<file path="src/rtl/gpio_chg_port.sv">
module gpio_chg_port #(
  parameter int NPIN = 6,
  parameter int DW = 8,
  parameter int AW = 3,
  parameter logic [NPIN-1:0] INONLY = 6'b001000,
  parameter logic [NPIN-1:0] PU_IMPL = 6'b110111
) (
  input  logic            clk,
  input  logic            rst_n,
  input  logic [AW-1:0]   addr,
  input  logic [DW-1:0]   wdata,
  input  logic            wr_en,
  input  logic            rd_en,
  output logic [DW-1:0]   rdata,
  input  logic            pu_global,
  input  logic [NPIN-1:0] pin_in,
  output logic [NPIN-1:0] pad_oe,
  output logic [NPIN-1:0] pad_out,
  output logic [NPIN-1:0] pad_pu,
  output logic            chg_flag
);
  localparam logic [AW-1:0] A_DATA = AW'(0);
  localparam logic [AW-1:0] A_DIR  = AW'(1);
  localparam logic [AW-1:0] A_PU   = AW'(2);
  localparam logic [AW-1:0] A_IOC  = AW'(3);
  localparam logic [AW-1:0] A_FLAG = AW'(4);

  logic [NPIN-1:0] sync1, pin_s, snap, out_q, dir_q, pu_q, ioc_q;
  logic flag_q;
  logic unused_hi;

  wire acc_data = (rd_en || wr_en) && addr == A_DATA;
  wire [NPIN-1:0] dir_eff = dir_q | INONLY;
  wire [NPIN-1:0] mism = (pin_s ^ snap) & ioc_q;
  wire chg_set = |mism && !acc_data;
  wire chg_clr = wr_en && addr == A_FLAG && !wdata[0];

  assign unused_hi = ^wdata[DW-1:NPIN];
  assign pad_oe   = ~dir_eff;
  assign pad_out  = out_q;
  assign pad_pu   = {NPIN{pu_global}} & pu_q & dir_eff;
  assign chg_flag = flag_q;

  always_ff @(posedge clk or negedge rst_n) begin
    if (!rst_n) begin
      sync1  <= '0;
      pin_s  <= '0;
      snap   <= '0;
      out_q  <= '0;
      dir_q  <= '1;
      pu_q   <= PU_IMPL;
      ioc_q  <= '0;
      flag_q <= 1'b0;
    end else begin
      sync1 <= pin_in;
      pin_s <= sync1;
      if (acc_data) snap <= pin_s;
      if (wr_en) begin
        case (addr)
          A_DATA:  out_q <= wdata[NPIN-1:0];
          A_DIR:   dir_q <= wdata[NPIN-1:0] | INONLY;
          A_PU:    pu_q  <= wdata[NPIN-1:0] & PU_IMPL;
          A_IOC:   ioc_q <= wdata[NPIN-1:0];
          default: ;
        endcase
      end
      if (chg_set)      flag_q <= 1'b1;
      else if (chg_clr) flag_q <= 1'b0;
    end
  end

  always_comb begin
    rdata = '0;
    case (addr)
      A_DATA:  rdata[NPIN-1:0] = pin_s;
      A_DIR:   rdata[NPIN-1:0] = dir_eff;
      A_PU:    rdata[NPIN-1:0] = pu_q;
      A_IOC:   rdata[NPIN-1:0] = ioc_q;
      A_FLAG:  rdata[0] = flag_q;
      default: ;
    endcase
  end
endmodule


</file>
<file path="config.mk">
export PLATFORM = sky130hd
export DESIGN_NAME = gpio_chg_port
export DESIGN_NICKNAME = d
export VERILOG_FILES = /design/src/rtl/gpio_chg_port.sv
export SDC_FILE = /design/constraint.sdc
export NUM_CORES = 1
export LEC_CHECK = 0
export CORE_MARGIN = 4
export CORE_UTILIZATION = 48
export DETAILED_ROUTE_END_ITERATION = 7
export GPL_TIMING_DRIVEN = 0
export PLACE_DENSITY = 0.77
export SYNTH_ARGS = -nofsm -noshare
export SYNTH_HDL_FRONTEND = slang
export SYNTH_SLANG_ARGS = --single-unit
</file>
<file path="constraint.sdc">
create_clock -name clk -period 1.6 [get_ports clk]
set_clock_uncertainty 0.1 [all_clocks]
set_input_delay 0.24 -clock clk [delete_from_list [all_inputs] [get_ports clk]]
set_output_delay 0.24 -clock clk [all_outputs]
set_load 0.01 [all_outputs]
</file>
==> flow_summary.json <==
{
  "outcome": "finished, violations left",
  "failed_checks": "negative setup slack",
  "slew_headroom": 0.415,
  "min_period_ps": 1760,
  "start_kind": "flip-flop",
  "dp_hpwl_mm": 2.77,
  "yosysWarningCount": 0,
  "initial_core_util": 0.498,
  "numPortBuffers": 40,
  "htreeDepth": 2,
  "die_h_um": 69.9,
  "synth_fa_ha_area_frac": 0,
  "drt_wl_total_mm": 3.92,
  "hold_viol_final": 0,
  "drt_iter0_drc": 39,
  "setup_ws_ps": -162,
  "drv_cap": 0,
  "rsz0062_at_grt": "true",
  "grt_max_degree": 42,
  "cp-end-kind": "primary output",
  "fin_crit_sh": 1.10,
  "final_max_slew_viol_count": 0,
  "holdWs_ps": 197,
  "post_drt_wl_per_cell_um": 15.9,
  "ir_drop_mv": 0.667,
  "fmax_mhz": 567,
  "synth_top_family_by_area": "multiplexers",
  "final_layout_size_suffix_gt1_frac": 0.439,
  "ant_nets": 0,
  "grt_pass1_vias": 1355,
  "cp.required_ps": 1260,
  "setup_violations": 5,
  "synth_edf_count": 0,
  "synthArstFlopShare": 1.00,
  "cts_tree": "yes",
  "clkTransAtPathRegs_ps": 70,
  "grt_pass1_wl_mm": 6.49,
  "power.leakage_nw": 1.15,
  "insertion_delay_ps": 300,
  "synthFlopType": "dfrtp_1",
  "setup_tns_ps": -742,
  "synth_seq_cells": 41,
  "antennaDiodeCount": 0,
  "power_density_nw_per_um2": 1190,
  "synth_top_area_share": 0.422,
  "ys_top_cells_by_area": "dfrtp_1 42%, dfstp_2 14%, mux2_2 14%",
  "rows": 22,
  "ctsLongestPathBuffers": 2,
  "routed_via_density": 5.15,
  "power.total_mw": 3.02,
  "yosys-top-cells-count": "31 x dfrtp_1, 23 x mux2_2, 10 x dfstp_2",
  "die_x_um": 69.9,
  "synth-simple-area-share": 0.105,
  "synth_compound_area_frac": 0.0490,
  "drt_pass1_iterations": 4,
  "synth.area.mux_share": 0.195,
  "fin_nets": 219,
  "synth_area_sq_um": 1840,
  "worst-setup-path-type": "reg2out",
  "synth_cells": 133,
  "dieArea_sq_um": 4880,
  "yosysMostFrequentCell": "dfrtp_1",
  "io_pins": 49,
  "num_vias": 1266,
  "place.gp.congestion": 0.796,
  "tightest_slew_ps": 877,
  "yosysSeqAreaShare": 0.565,
  "cts_made_buffers": 5,
  "grtUsageTotal": 0.173,
  "postSynthAreaPerCell_sq_um": 13.8,
  "cts_root_buffer": "clkbuf_8",
  "synth_area_leader_cell": "dfrtp_1",
  "grt_antenna_before_repair": 0,
  "cp_max_fo": 2,
  "synth-xor-area-share": 0.0286,
  "utilization": 0.688,
  "clock-sinks": 41,
  "min_path_type": "in2reg",
  "core_area_sq_um": 3690,
  "gr-total-overflow": 0,
  "syn_to_final_growth_pct": 38.1,
  "drc": 0,
  "yosys.cell_types.count": 25,
  "cp.arrival_ps": 1420
}
## final timing paths
path                            end  slack, ps      from  cells past startpoint
min in group asynchronous  pin_s[1]        510     rst_n                      2
max                        rdata[5]       -160  ioc_q[5]                      3
max in group asynchronous   snap[3]        350     rst_n                      2
max reg2reg                chg_flag        220  pin_s[2]                      5
min reg2reg                pin_s[0]        250  sync1[0]                      0
min                        chg_flag        200   addr[2]                      4
## worst max-delay path, stage by stage (launching register included)
cell	delay, ps
dfrtp_1	390
mux4_2	480
nor2b_4	140
buf_6	110
## cell families (layout without fill, tap and decap cells)
group / Yosys count / in the layout
xor gates and xnor gates: 6 / 6
other: 1 / 4
and+or+nand+nor: 27 / 27
buffers and inverters: 15 / 77
muxes: 28 / 28
DFF: 41 / 41
AOI/OAI and AO/OA: 15 / 15
## cell usage in the layout (no fill, tap or decap)
| cell | synthesis | routed |
|---|---|---|
| o32ai_1 | 1 | 1 |
| clkdlybuf4s15_2 | 0 | 1 |
| dlygate4sd3_1 | 0 | 1 |
| nor2b_4 | 1 | 3 |
| dfstp_2 | 10 | 10 |
| buf_2 | 0 | 4 |
| o41ai_1 | 1 | 1 |
| and3_1 | 7 | 7 |
| conb_1 | 1 | 4 |
| clkinv_2 | 0 | 1 |
| a21oi_1 | 2 | 2 |
| nor2_1 | 2 | 2 |
| clkbuf_2 | 0 | 3 |
| dlymetal6s2s_1 | 0 | 2 |
| clkdlybuf4s15_1 | 0 | 2 |
| nor2b_1 | 4 | 2 |
| dlygate4sd2_1 | 0 | 7 |
| bufinv_16 | 0 | 2 |
| buf_4 | 4 | 18 |
| o21ai_1 | 0 | 1 |
| clkbuf_8 | 0 | 5 |
| buf_6 | 4 | 6 |
| clkdlybuf4s50_1 | 0 | 19 |
| o21ai_0 | 8 | 6 |
| mux2_2 | 23 | 23 |
| xor2_1 | 6 | 6 |
| dfrtp_1 | 31 | 31 |
| nand3_2 | 1 | 1 |
| o21ai_2 | 0 | 1 |
| inv_1 | 5 | 4 |
| mux2i_1 | 1 | 1 |
| a22oi_1 | 3 | 3 |
| nor3b_4 | 2 | 2 |
| nand2_1 | 9 | 9 |
| inv_2 | 1 | 2 |
| nor4_4 | 1 | 1 |
| mux4_2 | 4 | 4 |
## state kept, by name, summed over array words and instances, names as in the netlist
name	flops
dir_q	5
pin_s	6
pad_out	6
ioc_q	6
pu_q	5
snap	6
sync1	6
chg_flag	1
## per-stage QoR
stage	cells	setup slack (ps)	area [sq um]
2_1_floorplan	136	120	1850
3_3_place_gp	224	-746	2310
3_5_place_dp	224	-823	2300
4_1_cts	244	-175	2520
5_1_grt	246	-206	2540
6_report	246	-162	2540
## metal layers
layer  vias to the layer above  routed length (um)  global-route usage  share of wire
met3                         7                 255              0.0576          0.065
met4                         0                  51              0.0574          0.013
met2                        43                1870               0.277           0.48
met5                         -                   0                   0              0
li1                        588                   -                   -              -
met1                       628                1740               0.220           0.44
## power by group
part           switching, mW  internal (mW)  total [mW]
registers              0.107           1.25        1.35
clock network          0.351          0.619       0.970
logic                  0.281          0.418       0.699
## repair_timing
action                                 CTS  global route
resized for setup                       45             9
setup endpoints to repair               33            34
hold buffers                             1             0
setup buffers                           11             3
endpoints found under the hold margin   31             0
pin swaps                                3             1
## final cells by class
type | count | area [sq um]
clock inverters | 3 | 65.1
clock buffers | 5 | 68.8
fillers | 284 | 1150
multi-input cells | 80 | 728
flip-flops and latches | 41 | 1040
inverters | 6 | 22.5
repair buffers | 55 | 480
well taps | 48 | 60.1
plain buffers | 8 | 75.1
(Power assumes the default switching activity.)
